==> src/rtl/tpg_pkg.sv <==
package tpg_pkg;

  // Strobes from the control path into the output datapath
  typedef struct packed {
    logic winActive;   // counters lie inside the programmed rectangle
    logic tglEvent;    // first pixel of the window on a windowed line
  } tpg_strobe_t;

  // Mode bit positions
  localparam int MODE_INVERT = 0;
  localparam int MODE_TOGGLE = 1;
  localparam int MODE_EARLY  = 2;
  localparam int MODE_W      = 3;

endpackage

==> src/rtl/tpg_ctrl.sv <==
module tpg_ctrl
  import tpg_pkg::*;
#(
  parameter int PS_W   = 10,
  parameter int DUR_W  = 11,
  parameter int LINE_W = 11
) (
  input  logic              clk,
  input  logic              rstN,
  input  logic              lineStart,
  input  logic              frameStart,
  input  logic [PS_W-1:0]   pixStart,
  input  logic [DUR_W-1:0]  pixLen,
  input  logic [LINE_W-1:0] lnStart,
  input  logic [LINE_W-1:0] lnLen,
  input  logic              earlyEn,
  output logic [LINE_W:0]   frameLines,
  output logic              heightValid,
  output tpg_strobe_t       st
);

  localparam int PIX_W = DUR_W + 1;
  localparam int FL_W  = LINE_W + 1;
  localparam int CMP_W = LINE_W + 2 > PIX_W + 1 ? LINE_W + 2 : PIX_W + 1;
  localparam logic [PIX_W-1:0]  PIX_MAX  = '1;
  localparam logic [LINE_W-1:0] LINE_MAX = '1;
  localparam logic [PIX_W-1:0]  PIX_ONE  = PIX_W'(1);
  localparam logic [LINE_W-1:0] LINE_ONE = LINE_W'(1);
  localparam logic [FL_W-1:0]   FL_ONE   = FL_W'(1);

  logic [PIX_W-1:0]  pixCnt;
  logic [LINE_W-1:0] lineCnt;
  logic              seenFrame;

  // Running counters and frame height capture
  always_ff @(posedge clk or negedge rstN) begin
    if (!rstN) begin
      pixCnt      <= '0;
      lineCnt     <= '0;
      seenFrame   <= 1'b0;
      frameLines  <= '0;
      heightValid <= 1'b0;
    end else begin
      if (lineStart) begin
        pixCnt <= '0;
      end else if (pixCnt != PIX_MAX) begin
        pixCnt <= pixCnt + PIX_ONE;
      end

      if (frameStart) begin
        lineCnt <= '0;
        if (seenFrame) begin
          frameLines  <= FL_W'(lineCnt) + FL_ONE;
          heightValid <= 1'b1;
        end
        seenFrame <= 1'b1;
      end else if (lineStart && lineCnt != LINE_MAX) begin
        lineCnt <= lineCnt + LINE_ONE;
      end
    end
  end

  // Window decode
  logic [CMP_W-1:0] pixC, pixLo, pixHi;
  logic [CMP_W-1:0] lineC, lineLo, lineHi, heightC, offsetC;
  logic             lineOk, lineWin, pixWin;

  always_comb begin
    pixC    = CMP_W'(pixCnt);
    pixLo   = CMP_W'(pixStart);
    pixHi   = pixLo + CMP_W'(pixLen);
    lineC   = CMP_W'(lineCnt);
    heightC = CMP_W'(frameLines);
    offsetC = CMP_W'(lnStart);
    if (earlyEn) begin
      lineOk = heightValid && (offsetC <= heightC);
      lineLo = heightC - offsetC;
    end else begin
      lineOk = 1'b1;
      lineLo = offsetC;
    end
    lineHi  = lineLo + CMP_W'(lnLen);
    lineWin = lineOk && (lineC >= lineLo) && (lineC < lineHi);
    pixWin  = (pixC >= pixLo) && (pixC < pixHi);
    st.winActive = lineWin && pixWin;
    st.tglEvent  = lineWin && (pixC == pixLo);
  end

endmodule

==> src/rtl/tpg_datapath.sv <==
module tpg_datapath
  import tpg_pkg::*;
#(
  parameter int DUR_W = 11
) (
  input  logic             clk,
  input  logic             rstN,
  input  tpg_strobe_t      st,
  input  logic             invert,
  input  logic             toggleEn,
  input  logic [DUR_W-1:0] period,
  output logic             pulseOut
);

  localparam logic [DUR_W-1:0] EV_ONE = DUR_W'(1);

  logic [DUR_W-1:0] evCnt;
  logic             tglState;
  logic             wrapHit;
  logic             level;

  always_comb begin
    wrapHit = st.tglEvent && (evCnt == period);
    level   = toggleEn ? (tglState ^ wrapHit) : st.winActive;
  end

  always_ff @(posedge clk or negedge rstN) begin
    if (!rstN) begin
      evCnt    <= '0;
      tglState <= 1'b0;
      pulseOut <= 1'b0;
    end else begin
      pulseOut <= level ^ invert;
      if (toggleEn && st.tglEvent) begin
        if (wrapHit) begin
          evCnt    <= '0;
          tglState <= ~tglState;
        end else begin
          evCnt <= evCnt + EV_ONE;
        end
      end
    end
  end

endmodule

==> src/rtl/timing_pulse_gen.sv <==
module timing_pulse_gen
  import tpg_pkg::*;
#(
  parameter int PS_W   = 10,
  parameter int DUR_W  = 11,
  parameter int LINE_W = 11
) (
  input  logic              clk,
  input  logic              rstN,
  input  logic              lineStart,
  input  logic              frameStart,
  input  logic [PS_W-1:0]   cfgPixStart,
  input  logic [DUR_W-1:0]  cfgPixLen,
  input  logic [LINE_W-1:0] cfgLineStart,
  input  logic [LINE_W-1:0] cfgLineLen,
  input  logic [2:0]        cfgMode,
  output logic              pulseOut,
  output logic [LINE_W:0]   frameLines,
  output logic              frameLinesValid
);

  tpg_strobe_t strobes;

  tpg_ctrl #(
    .PS_W  (PS_W),
    .DUR_W (DUR_W),
    .LINE_W(LINE_W)
  ) u_ctrl (
    .clk        (clk),
    .rstN       (rstN),
    .lineStart  (lineStart),
    .frameStart (frameStart),
    .pixStart   (cfgPixStart),
    .pixLen     (cfgPixLen),
    .lnStart    (cfgLineStart),
    .lnLen      (cfgLineLen),
    .earlyEn    (cfgMode[MODE_EARLY]),
    .frameLines (frameLines),
    .heightValid(frameLinesValid),
    .st         (strobes)
  );

  tpg_datapath #(
    .DUR_W(DUR_W)
  ) u_dp (
    .clk     (clk),
    .rstN    (rstN),
    .st      (strobes),
    .invert  (cfgMode[MODE_INVERT]),
    .toggleEn(cfgMode[MODE_TOGGLE]),
    .period  (cfgPixLen),
    .pulseOut(pulseOut)
  );

endmodule

==> config.mk <==
export PLATFORM = sky130hd
export DESIGN_NAME = timing_pulse_gen
export DESIGN_NICKNAME = d
export VERILOG_FILES = /design/src/rtl/tpg_pkg.sv /design/src/rtl/tpg_ctrl.sv /design/src/rtl/tpg_datapath.sv /design/src/rtl/timing_pulse_gen.sv
export SDC_FILE = /design/constraint.sdc
export NUM_CORES = 1
export LEC_CHECK = 0
export BUFFER_PORTS_ARGS = -buffer_cell sky130_fd_sc_hd__buf_4
export CORE_MARGIN = 5
export CORE_UTILIZATION = 25
export DETAILED_ROUTE_END_ITERATION = 7
export PLACE_DENSITY = 0.49
export SLEW_MARGIN = 25
export SYNTH_ARGS = -nofsm -noshare
export SYNTH_HDL_FRONTEND = slang
export SYNTH_HIERARCHICAL = 1
export SYNTH_SLANG_ARGS = --single-unit
==> constraint.sdc <==
create_clock -name clk -period 5.78 [get_ports clk]
set_input_delay 0 -clock clk [delete_from_list [all_inputs] [get_ports clk]]
set_output_delay 0 -clock clk [all_outputs]
set_load 0.005 [all_outputs]
==> summary.md, run 1 <==
| Metric | Value |
|---|---|
| Outcome | `complete, no violations` |
| Post-synth top area share | `24.69%` |
| Initial antenna violation count | `0` |
| Gr busiest metal | `met2` |
| Overflow after GRT | `0` |
| Chip Width | `152.4 µm` |
| Mapped Cells | `581` |
| Worst r2r dst | `u_dp/pulseOut` |
| DRT iter0 DRCs | `122` |
| Global Route Usage Sum | `11.20%` |
| Setup TNS | `0 ns` |
| Syn Nets | `713` |
| Nets@finish | `just under 800` |
| Crit path from | `u_ctrl/frameLines[0]` |
| Largest delay share family, worst path | `simple AND/OR/NAND/NOR gates` |
| Met1 usage | `between 10% and 20%` |
| Detailed Routing Iterations Pass 1 | `5` |
| Number of synthesized flops with an enable pin | `0` |
| Floorplan core area | `20,100 µm²` |
| Final Routed Wirelength | `about 13,000 µm` |
| R2R Setup Slk | `roughly 0.36 ns` |
| CTS sink cnt | `50` |
| Syn. warnings | `6` |
| Worst R2R Start | `u_ctrl/frameLines[0]` |
| Hold crit path type | `input port to flop` |
| Crit path capture type | `flop` |
| DP Wirelength | `around 11,000 µm` |
| Vias in the first global route | `between 4,000 and 5,000` |
| Met3 Use GR | `between 1.5 and 2%` |
| TritonCTS clock tree | `yes` |
| Top post-synthesis cells by area | `dfrtp_1, ha_1, xnor2_1, xor2_1, o21ai_0` |
| CTS H-Tree Depth | `2` |
| Via count | `4,184` |
| CP Max Fanout | `4` |
| Yosys cell types | `64` |
| Number of synthesized register bits | `50` |
| RSZ-0062 raised after global routing | `false` |
| Die Y | `between 150 and 200 µm` |
| Worst Max-Slew Pin Slew | `just under 0.7 ns` |
| Startpoint Class | `flop` |
| Maximum vdd drop | `roughly 0.09 mV` |
| Die area | `approximately 23,000 µm²` |
| Min Tclk post-route | `between 5 and 6 ns` |
| Pwr/cell area | `between 150 and 200 nW/µm²` |
| RD Place Congestion | `slightly above 0.8` |
| Worst EP arrival | `5.65 ns` |
| Max incr delay on CP | `~0.55 ns` |
| Worst-path clk slew | `roughly 0.07 ns` |
| Drt drc | `0` |
| Worst Setup EP | `u_dp/pulseOut` |
| Synth Cell Area | `about 5000 µm²` |
| Met2 Track Usage GR | `a little under a fifth` |
| Crit path kind | `flop to flop` |
| Layout area overhead | `22.52%` |
| Crit path buffers/inverters | `2` |
| Row Count | `between 50 and 60` |
| Sequential share of the synthesized area | `between 20% and 30%` |
| Critical path's slowest cell | `or4_1` |
| Max clock buf depth | `2` |
| First-pass GRT wire length | `about 21,000 µm` |
| Post-DR vias/cell | `approximately 4.5` |
| Period utilization | `between 90% and 100%` |
| Num CTS Buffers | `5` |
| CTS root buf | `clkbuf_16` |
| Fill count | `roughly 2,100` |
| Post-route ant nets | `0` |
| Worst-Skew Late Latency | `~0.3 ns` |
| MaxCap Viol Count | `0` |
| Stages on worst setup path | `25` |
| Tot Pwr | `around 0.0010 W` |
| LEAKAGE | `about 2.9 nW` |
| Fmax | `184.6 MHz` |
| Worst EP required | `roughly 6 ns` |
| Syn avg cell area | `~8.7 µm²` |
| Max Slew Vio Count | `0` |
| I/O Pins | `64` |
| Layout cell share with drive strength beyond 1 | `between 15 and 20%` |
| Setup violators final | `0` |
| Reg2reg path depth | `25` |
| Ys async rst share | `100.0%` |
| Largest net degree at the start of global routing | `a little over 50` |
| Port Buf Inserts | `between 60 and 70` |
| Synth area leader | `dfrtp_1` |
| Antenna diode count | `0` |
| Routed len/inst | `roughly 14 µm` |
| Final Skew | `between 0.015 and 0.02 ns` |
| Endpoints failing hold | `0` |
| Slew headroom | `between 50% and 60%` |
| Initial core utilization | `between 20% and 30%` |
| Primary FF master, synth | `dfrtp_1` |
[cells by family after synthesis]
group | Yosys count | synth area share [%]
DFF | 50 | 24.69
AOI/OAI and AO/OA | 130 | 17.26
and+or+nand+nor | 190 | 18.94
buffers and inverters | 46 | 3.580
adders and majority gates | 82 | 20.69
muxes | 14 | 2.914
xor gates and xnor gates | 69 | 11.93
[cell type report]
class | instances | area [µm²] | share of cell area (%)
multi-input combinational | 485 | 3739 | 60.22
sequential | 50 | 1251 | 20.15
timing repair buffer | 78 | 595.6 | 9.593
tap | 270 | 337.8 | 5.441
inverter | 38 | 142.6 | 2.297
clock buffer | 6 | 128.9 | 2.076
clock inverter | 2 | 13.76 | 0.2217
[tightest hold or removal path: stages]
cell and delay, ns:
buf_4 0.11, a31oi_1 0.09, xor2_1 0.12
[worst min path at each step]
stage | from | end | slack (ns) | cells after the start
2_1_floorplan | rstN | u_ctrl/frameLines[0] | -0.30 | 0
5_1_grt | cfgMode[1] | u_dp/pulseOut | 0.07 | 3
4_1_cts | cfgMode[1] | u_dp/pulseOut | 0.03 | 3
3_3_place_gp | rstN | u_ctrl/frameLines[0] | 0.09 | 1
3_5_place_dp | rstN | u_ctrl/frameLines[0] | 0.08 | 1
6_report | cfgMode[1] | u_dp/pulseOut | 0.05 | 3
[cells in the final DEF (no fill, tap or decap), types with 3 or more instances in the layout]
| master | Yosys | layout |
|---|---|---|
| o21a_1 | 8 | 8 |
| dfrtp_1 | 50 | 50 |
| ha_1 | 79 | 76 |
| nand4_1 | 7 | 7 |
| mux2i_1 | 8 | 6 |
| nor4_1 | 4 | 3 |
| a21oi_1 | 25 | 24 |
| ha_4 | 0 | 3 |
| nor2b_1 | 5 | 5 |
| o211ai_1 | 3 | 3 |
| nor4b_1 | 3 | 3 |
| and2_1 | 3 | 3 |
| mux2_2 | 6 | 6 |
| inv_1 | 37 | 37 |
| o21ai_1 | 0 | 5 |
| a21o_1 | 11 | 11 |
| and4_1 | 6 | 6 |
| clkbuf_16 | 0 | 5 |
| xnor2_1 | 42 | 42 |
| a211oi_1 | 10 | 9 |
| nor3_1 | 9 | 9 |
| a31oi_1 | 5 | 3 |
| nor2_1 | 51 | 51 |
| nor3b_1 | 6 | 6 |
| buf_4 | 0 | 74 |
| nand3_1 | 16 | 15 |
| nand2_1 | 53 | 53 |
| o21ai_0 | 40 | 34 |
| and3_1 | 5 | 5 |
| o2111ai_1 | 3 | 3 |
| nand2b_1 | 11 | 11 |
| dlygate4sd3_1 | 0 | 4 |
| xor2_1 | 27 | 27 |
[through the flow]
| step | setup WS [ns] | std cells | util [%] | area, µm² | hold WS (ns) |
|---|---|---|---|---|---|
| finish | 0.3616 | 929 | 30.88 | 6208 | 0.05295 |
| global route | 0.01264 | 929 | 30.88 | 6208 | 0.06893 |
| CTS | 0.1611 | 922 | 30.10 | 6052 | 0.02809 |
| detailed placement | 0.1685 | 910 | 29.19 | 5869 | 0.08497 |
| global placement | 0.2640 | 910 | 29.19 | 5869 | 0.08779 |
| floorplan | 0.6136 | 581 | - | 5067 | -0.2956 |
[power breakdown]
group	internal [W]	switching (W)	leakage [nW]
clock network	0.000161	0.000134	0.0708
registers	0.000356	0.00000932	0.673
logic	0.000163	0.000179	2.13
[synth_stat cells (2+ instances only)]
library cell and n:
ha_1 79, nand2_1 53, nor2_1 51, dfrtp_1 50
xnor2_1 42, o21ai_0 40, inv_1 37, xor2_1 27
a21oi_1 25, nand3_1 16, a21o_1 11, nand2b_1 11
a211oi_1 10, nor3_1 9, mux2i_1 8, o21a_1 8
nand4_1 7, and4_1 6, clkbuf_1 6, mux2_2 6
nor3b_1 6, a31oi_1 5, and3_1 5, nor2b_1 5
nor4_1 4, and2_1 3, fa_1 3, nor4b_1 3
o2111ai_1 3, o211ai_1 3, a2111oi_0 2, o21bai_1 2
o22ai_1 2, o2bb2ai_1 2, or3_1 2
[routing by layer]
metal / vias to the layer above / part of all wire [%]
met4: 0 / 1.4
met5: - / 0
met3: 9 / 2.1
met1: 1905 / 50
met2: 36 / 47
li1: 2234 / -
[state kept, by name (all words and copies together) (netlist names)]
register,flops
u_ctrl/pixCnt,12
u_dp/pulseOut,1
u_ctrl/lineCnt,11
u_dp/tglState,1
u_ctrl/heightValid,1
u_dp/evCnt,11
u_ctrl/frameLines,12
u_ctrl/seenFrame,1
[timing repair]
action | CTS | global route
hold endpoints to repair | 73 | 0
hold buffers | 4 | 0
setup buffers | 0 | 7
endpoints found under the setup margin | 0 | 13
resized for setup | 0 | 22
Power figures use the tool's default switching activity.
==> run 2: changes to the inputs <==
--- a/config.mk
+++ b/config.mk
@@ -13,5 +13,4 @@
 export SLEW_MARGIN = 25
 export SYNTH_ARGS = -nofsm -noshare
 export SYNTH_HDL_FRONTEND = slang
-export SYNTH_HIERARCHICAL = 1
 export SYNTH_SLANG_ARGS = --single-unit
==> run 2 against run 1 <==
  * Clock power is essentially flat
  * Largest cell class unchanged
  * Worst setup slack gained 0.26 ns
  * Critical path type unchanged
  * Highest routed layer unchanged
  * Routed wire length shrank 1.8%
  * Register-to-register slack gained 0.26 ns
==> summary.md, run 2 <==
| Metric | Value |
|---|---|
| Overflow after GRT | `0 (unchanged)` |
| Worst EP arrival | `5.36 ns (-0.29 ns)` |
| Crit path buffers/inverters | `0 (-2)` |
| Layout cell share with drive strength beyond 1 | `14.20% (-3.7 points)` |
| Global Route Usage Sum | `11.46% (+0.26 points)` |
| Max Slew Vio Count | `0 (unchanged)` |
| Endpoints failing hold | `0 (unchanged)` |
| RSZ-0062 raised after global routing | `false` |
| CTS sink cnt | `50 (unchanged)` |
| Most common cell in the netlist | `ha_1` |
| Biggest regs | `u_ctrl.frameLines x12, u_ctrl.pixCnt x12` |
| Drt drc | `0 (unchanged)` |
| Setup violators final | `0 (unchanged)` |
| Worst EP required | `5.98 ns (-0.03 ns)` |
| RD Place Congestion | `0.7719 (-5.4%)` |
| Worst-path clk slew | `0.07 ns (about the same)` |
| Max incr delay on CP | `0.41 ns (-0.14 ns)` |
| CTS root buf | `clkbuf_16` |
| Worst-Skew Late Latency | `0.29 ns (about the same)` |
| Hold crit path type | `input port to flop` |
| Die area | `22,860 µm² (-1.5%)` |
| LEAKAGE | `2.775 nW (-3.4%)` |
| Initial antenna violation count | `0 (unchanged)` |
| Post-route ant nets | `0 (unchanged)` |
| Maximum vdd drop | `0.1003 mV (+8.3%)` |
| Nets@finish | `779 (-1.4%)` |
| Outcome | `complete, no violations` |
| Multi-input logic area | `3530 µm² (-5.6%)` |
| Yosys cell types | `59 (-7.8%)` |
| Chip Width | `151.2 µm (-0.76%)` |
| Die Y | `151.2 µm (-0.76%)` |
| Reg area | `1251 µm² (unchanged)` |
| Initial core utilization | `25.53% (+0.32 points)` |
| Worst Max-Slew Pin Slew | `0.7430 ns (+0.06125 ns)` |
| Synth area leader | `dfrtp_1` |
| MaxCap Viol Count | `0 (unchanged)` |
| DP Wirelength | `10,550 µm (-1.6%)` |
| Vias in the first global route | `4,287 (+3.0%)` |
| Detailed Routing Iterations Pass 1 | `4 (-1)` |
| Post-synth top cells | `ha_1, o21ai_0, dfrtp_1, nor2_1, nand2_1` |
| Util after Layout | `30.39% (-0.49 points)` |
| Min Tclk post-route | `5.154 ns (-0.2642 ns)` |
| Number of synthesized flops with an enable pin | `0 (unchanged)` |
| Syn avg cell area | `8.565 µm² (-1.8%)` |
| Num CTS Buffers | `5 (unchanged)` |
| Layout area overhead | `19.05%` |
| Via count | `4,218 (+0.81%)` |
| Final Routed Wirelength | `12,680 µm (-1.8%)` |
| Top post-synthesis cells by area | `dfrtp_1, ha_1, xnor2_1, o21ai_0, nor2_1` |
| Largest delay share family, worst path | `compound AO/OA/AOI/OAI gates` |
| First-pass GRT wire length | `21,180 µm (-0.35%)` |
| Startpoint Class | `flop` |
| Sequential share of the synthesized area | `25.10% (+0.41 points)` |
| Post-DR vias/cell | `4.620 (+2.6%)` |
| Crit path capture type | `flop` |
| Pwr/cell area | `163.0 nW/µm² (+0.91%)` |
| Max clock buf depth | `2 (unchanged)` |
| Synth Cell Area | `4985 µm² (-1.6%)` |
| Port Buf Inserts | `63 (unchanged)` |
| Fill count | `2,153 (+0.23%)` |
| Syn. warnings | `0 (-6)` |
| Primary FF master, synth | `dfrtp_1` |
| Worst-path cell chain | `ha_1 > nor2b_4 > o31a_2 > o21a_1 > nor2_1 > xnor2_1 > nand2_1 > o21ai_0 > ha_1 > a21o_1 > a31o_2 > a21o_1 > a21o_1 > xnor2_1 > ha_1 > and4_1 > a2111oi_0 > a31o_2 > o211a_1 > and4_1 > nand2b_1 > o31ai_2` |
| CP Max Fanout | `10 (+6)` |
| Commonest non-fill, non-tap cell in the layout | `ha_1` |
| Fmax | `194.0 MHz (+5.1%)` |
| Antenna diode count | `0 (unchanged)` |
| DRT iter0 DRCs | `128 (+4.9%)` |
| Post-synth top area share | `25.10% (+0.41 points)` |
| Slew headroom | `50.35% (-4.2 points)` |
| Mapped Cells | `582 (+0.17%)` |
| Crit path kind | `flop to flop` |
| Final Skew | `0.01000 ns (-0.005909 ns)` |
| Syn Nets | `714 (+0.14%)` |
| Row Count | `51 (-1.9%)` |
| Setup TNS | `0 ns (unchanged)` |
| Floorplan core area | `19,530 µm² (-2.9%)` |
| Commonest cells after routing, fill and taps aside | `ha_1, buf_4, o21ai_0, nor2_1, dfrtp_1` |
| Number of synthesized register bits | `50 (unchanged)` |
| Min Hold Slack | `0.0006917 ns (-0.05226 ns)` |
| TritonCTS clock tree | `yes` |
| Ys async rst share | `100.0% (unchanged)` |
| Largest net degree at the start of global routing | `51 (unchanged)` |
| Period utilization | `89.17% (-4.6 points)` |
| I/O Pins | `64 (unchanged)` |
| Routed len/inst | `13.89 µm (about the same)` |
| Critical path's slowest cell | `dfrtp_1` |
| CTS H-Tree Depth | `2 (unchanged)` |
[run 2: cell count changes in the layout (fill, tap and decap cells not counted), moves of 5 or more]
cell / delta
xor2_1: -6
o21ai_0: +22
or3_1: +5
buf_4: -9
o21ai_1: -5
a21oi_1: +8
nor3b_1: -5
inv_1: +5
nand2_1: -9
[run 2: layer usage]
layer	global-route usage, %	wire length, µm	up-vias
li1	-	-	2211
met1	15.91	6475	1943
met2	19.12	5663	58
met3	1.676	462	6
met4	1.995	82	0
met5	0	0	-
[run 2: cell type report]
type | count | area share (%)
Multi-Input combinational cell | 480 | 59.48
Clock buffer | 5 | 2.108
Sequential cell | 50 | 21.08
Clock inverter | 3 | 0.3584
Tap cell | 265 | 5.587
Inverter | 42 | 2.657
Timing Repair Buffer | 68 | 8.729
[run 2: logic make-up (layout without fill, tap and decap cells)]
| kind of cell | count (synthesis) | in the layout | synth area share [%] |
|---|---|---|---|
| flops | 50 | 50 | 25.10 |
| simple gates | 173 | 173 | 17.24 |
| xor+xnor | 59 | 59 | 10.37 |
| mux | 7 | 7 | 1.456 |
| buf+inv | 52 | 118 | 4.091 |
| fa+ha+maj | 82 | 82 | 21.03 |
| compound gates | 159 | 159 | 20.71 |
[run 2: worst paths after layout]
kind                                            from                    to  slack (ns)  cells past startpoint
worst min register to register      u_ctrl.seenFrame      u_ctrl.seenFrame        0.46                      1
min in group asynchronous                       rstN      u_ctrl.pixCnt[0]        0.27                      2
worst max register to register  u_ctrl.frameLines[1]         u_dp.evCnt[4]        0.63                     22
worst max-delay path            u_ctrl.frameLines[1]         u_dp.evCnt[4]        0.63                     22
max in group asynchronous                       rstN  u_ctrl.frameLines[8]        5.02                      2
worst min-delay path                       lineStart      u_ctrl.pixCnt[3]      0.0007                      2
[run 2: metrics by stage]
stage | area (µm²) | power, W | setup WS [ns] | instances
2_1_floorplan | 4985 | 0.0005775 | 1.014 | 582
3_3_place_gp | 5751 | 0.0006789 | 0.5818 | 901
3_5_place_dp | 5751 | 0.0006801 | 0.4526 | 901
4_1_cts | 5927 | 0.0009801 | 0.4368 | 912
5_1_grt | 5934 | 0.001041 | 0.1553 | 913
6_report | 5934 | 0.0009672 | 0.6258 | 913
[run 2: where the power goes]
group / total [W] / internal (W) / switching [W]
clock: 0.000296 / 0.000161 / 0.000135
sequential: 0.000364 / 0.000356 / 0.00000838
combinational: 0.000307 / 0.000146 / 0.000161
total: 0.000967 / 0.000662 / 0.000305
[run 2: what timing repair did]
item | in CTS | in global routing
buffers inserted | 0 | 1
hold buffers | 3 | 0
resized for setup | 0 | 0
endpoints found under the setup margin | 0 | 4
hold endpoints to repair | 61 | 0
[run 2: worst reg2reg max path, cell delays in order (launching register included)]
cell and delay (ns):
dfrtp_1 0.41, ha_1 0.28, nor2b_4 0.13, o31a_2 0.32, o21a_1 0.19, nor2_1 0.11
xnor2_1 0.12, nand2_1 0.07, o21ai_0 0.17, ha_1 0.32, a21o_1 0.16, a31o_2 0.22
a21o_1 0.17, a21o_1 0.19, xnor2_1 0.16, ha_1 0.26, and4_1 0.22, a2111oi_0 0.40
a31o_2 0.24, o211a_1 0.19, and4_1 0.21, nand2b_1 0.25, o31ai_2 0.28
==> run 3: changes to the inputs <==
--- a/config.mk
+++ b/config.mk
@@ -5,10 +5,12 @@
 export SDC_FILE = /design/constraint.sdc
 export NUM_CORES = 1
 export LEC_CHECK = 0
+export ABC_AREA = 1
 export BUFFER_PORTS_ARGS = -buffer_cell sky130_fd_sc_hd__buf_4
 export CORE_MARGIN = 5
 export CORE_UTILIZATION = 25
 export DETAILED_ROUTE_END_ITERATION = 7
+export MAX_ROUTING_LAYER = met4
 export PLACE_DENSITY = 0.49
 export SLEW_MARGIN = 25
 export SYNTH_ARGS = -nofsm -noshare
==> run 3 against run 2 <==
  * Non-clock buffer count did not move
  * Critical path type unchanged
  * Highest routed layer unchanged
  * Register-to-register slack improved by 0.57 ns
  * Maximum frequency grew 12%
  * Sequential power grew 5.8%
  * Core utilization fell by 0.30 points
  * Global-route usage grew 1.1 points
  * Synthesized cell count grew 32%
  * Critical path depth rose by 9
==> summary.md, run 3 <==
| Metric | Value |
|---|---|
| Global Route Usage Sum | `12.54% (+1.1 points)` |
| Synth area leader | `dfrtp_1` |
| Die area | `24,380 µm² (+6.6%)` |
| Post-CTS Hold Fix Bufs | `4 (+1)` |
| Via count | `4,926 (+17%)` |
| Post-synth top area share | `23.43% (-1.7 points)` |
| Hold Path Stages | `3 (+1)` |
| Worst-Skew Late Latency | `0.30 ns (about the same)` |
| CTS sink cnt | `50 (unchanged)` |
| Detailed Routing Iterations Pass 1 | `4 (unchanged)` |
| Row Count | `53 (+3.9%)` |
| DRT iter0 DRCs | `228 (+78%)` |
| Worst R2R Start | `u_ctrl.frameLines[2]` |
| Setup TNS | `0 ns (unchanged)` |
| Crit path buffers/inverters | `3 (+3)` |
| Overflow after GRT | `0 (unchanged)` |
| I/O Pins | `64 (unchanged)` |
| Critical path's slowest cell | `dfrtp_1` |
| Syn Nets | `900 (+26%)` |
| Hold crit path type | `input port to flop` |
| Primary FF master, synth | `dfrtp_1` |
| Slew headroom | `54.39% (+4.0 points)` |
| Chip Width | `156.2 µm (+3.3%)` |
| RSZ-0062 raised after global routing | `false` |
| Fmax | `218.0 MHz (+12%)` |
| Mapped Cells | `768 (+32%)` |
| Hold path startpoint | `cfgMode[1]` |
| Routed len/inst | `12.94 µm (-6.8%)` |
| Syn. warnings | `0 (unchanged)` |
| Hold Path End | `u_dp.evCnt[2]` |
| Port Buf Inserts | `63 (unchanged)` |
| Maximum vdd drop | `0.09960 mV (-0.74%)` |
| Drt drc | `0 (unchanged)` |
| Util after Layout | `30.09% (-0.30 points)` |
| Synth Cell Area | `5340 µm² (+7.1%)` |
| Post-DR vias/cell | `4.430 (-4.1%)` |
| Initial antenna violation count | `0 (unchanged)` |
| Post-route ant nets | `0 (unchanged)` |
| Syn avg cell area | `6.953 µm² (-19%)` |
| Worst Max-Slew Pin Slew | `0.6842 ns (-0.05878 ns)` |
| First-pass GRT wire length | `24,250 µm (+14%)` |
| Max clock buf depth | `2 (unchanged)` |
| Layout cell share with drive strength beyond 1 | `11.11% (-3.1 points)` |
| Worst-path clk slew | `0.07 ns (about the same)` |
| Yosys cell types | `42 (-29%)` |
| Number of synthesized register bits | `50 (unchanged)` |
| R2R Setup Slk | `1.19 ns (+0.57 ns)` |
| Crit path capture type | `flop` |
| Floorplan core area | `21,020 µm² (+7.7%)` |
| Min Tclk post-route | `4.587 ns (-0.5674 ns)` |
| Max Slew Vio Count | `0 (unchanged)` |
| Num CTS Buffers | `5 (unchanged)` |
| Commonest non-fill, non-tap cell in the layout | `nand2_1` |
| Reg2reg path depth | `31 (+41%)` |
| Sequential share of the synthesized area | `23.43% (-1.7 points)` |
| Post-synth top cells | `nand2_1, inv_1, ha_1` |
| Largest delay share family, worst path | `simple AND/OR/NAND/NOR gates` |
| Outcome | `complete, no violations` |
| LEAKAGE | `3.328 nW (+20%)` |
| MaxCap Viol Count | `0 (unchanged)` |
| TritonCTS clock tree | `yes` |
| Tot Pwr | `0.001125 W (+16%)` |
| Most common cell in the netlist | `nand2_1` |
| Startpoint Class | `flop` |
| Min Hold Slack | `0.05775 ns (+0.05706 ns)` |
| Largest net degree at the start of global routing | `51 (unchanged)` |
| Top post-synthesis cells by area | `dfrtp_1, ha_1, nand2_1, inv_1, xor2_1` |
| Layout area overhead | `18.44%` |
| Final Routed Wirelength | `14,390 µm (+13%)` |
| CTS root buf | `clkbuf_16` |
| Vias in the first global route | `4,993 (+16%)` |
| Biggest regs | `u_ctrl.frameLines x12, u_ctrl.pixCnt x12` |
| Worst EP required | `5.95 ns (-0.03 ns)` |
| CP Max Fanout | `6 (-4)` |
| Worst r2r dst | `u_dp.evCnt[9]` |
| DP Wirelength | `12,130 µm (+15%)` |
| Nets@finish | `968 (+24%)` |
| Max incr delay on CP | `0.41 ns (about the same)` |
| Initial core utilization | `25.40% (-0.13 points)` |
| Period utilization | `79.36% (-9.8 points)` |
| Die Y | `156.2 µm (+3.3%)` |
| Crit path kind | `flop to flop` |
| Endpoints failing hold | `0 (unchanged)` |
| Setup violators final | `0 (unchanged)` |
| Setup repair bufs after CTS | `0 (unchanged)` |
| Pwr/cell area | `177.9 nW/µm² (+9.1%)` |
| CTS H-Tree Depth | `2 (unchanged)` |
| Ys async rst share | `100.0% (unchanged)` |
| Cell mode on critical path | `nand2_1` |
| RD Place Congestion | `0.8376 (+8.5%)` |
| Antenna diode count | `0 (unchanged)` |
| Number of synthesized flops with an enable pin | `0 (unchanged)` |
| Worst EP arrival | `4.76 ns (-0.60 ns)` |
| Final Skew | `0.006778 ns (-0.003225 ns)` |
| Resized Gates After CTS | `0 (unchanged)` |
| Commonest cells after routing, fill and taps aside | `nand2_1, inv_1, ha_1, buf_4` |
-- run 3: cell types whose count changed after synthesis, sizes merged, moves of 8 or more --
cell,delta
nand2,+145
inv,+97
nand3,+34
xnor2,-20
a21oi,+19
a21o,-13
o21ai,-12
nand2b,-11
o21a,-8
or3,-8
xor2,+8
-- run 3: cells by family after synthesis --
family,synth area share [%]
buffers and inverters,10.40
and+or+nand+nor,26.31
adders and majority gates,19.63
DFF,23.43
AOI/OAI and AO/OA,12.51
xor gates and xnor gates,7.708
-- run 3: through the flow --
step	setup slack, ns	cells	area (µm²)
floorplan	1.753	768	5340
global placement	1.274	1100	6135
detailed placement	1.184	1100	6135
CTS	1.158	1112	6325
global route	0.6514	1112	6325
finish	1.193	1112	6325
-- run 3: tightest hold or removal path, delay by kind of cell --
kind / cells / cell delay, ns
and+or+nand+nor: 1 / 0.10
AOI/OAI and AO/OA: 1 / 0.07
buffers and inverters: 1 / 0.15
-- run 3: how the worst max path moves through the flow --
stage | from | endpoint | cells after the start
CTS | u_ctrl.frameLines[2] | u_dp.evCnt[9] | 31
global placement | u_ctrl.frameLines[2] | u_dp.evCnt[5] | 31
finish | u_ctrl.frameLines[2] | u_dp.evCnt[9] | 31
floorplan | u_ctrl.frameLines[0] | u_dp.pulseOut | 28
global route | u_ctrl.frameLines[2] | u_dp.evCnt[5] | 31
detailed placement | u_ctrl.frameLines[2] | u_dp.evCnt[9] | 31
-- run 3: layout make-up --
cell class | instances | area [µm²]
clock inverter | 3 | 25.02
tap | 275 | 344.1
inverter | 140 | 525.5
clock buffer | 5 | 125.1
sequential | 50 | 1251
timing repair buffer | 68 | 520.5
multi-input combinational | 571 | 3533
fill | 2300 | 14700
-- run 3: layer usage --
metal | track usage, % | wire (µm) | share of wire, %
met4 | 2.521 | 148 | 1.0
met5 | - | 0 | 0
met1 | 16.97 | 7369 | 51
met3 | 1.664 | 582 | 4.0
met2 | 20.18 | 6292 | 44
-- run 3: report_power, final --
part / switching [W] / internal [W]
clock: 0.000146 / 0.000163
sequential: 0.0000201 / 0.000365
combinational: 0.000249 / 0.000182
total: 0.000415 / 0.000710
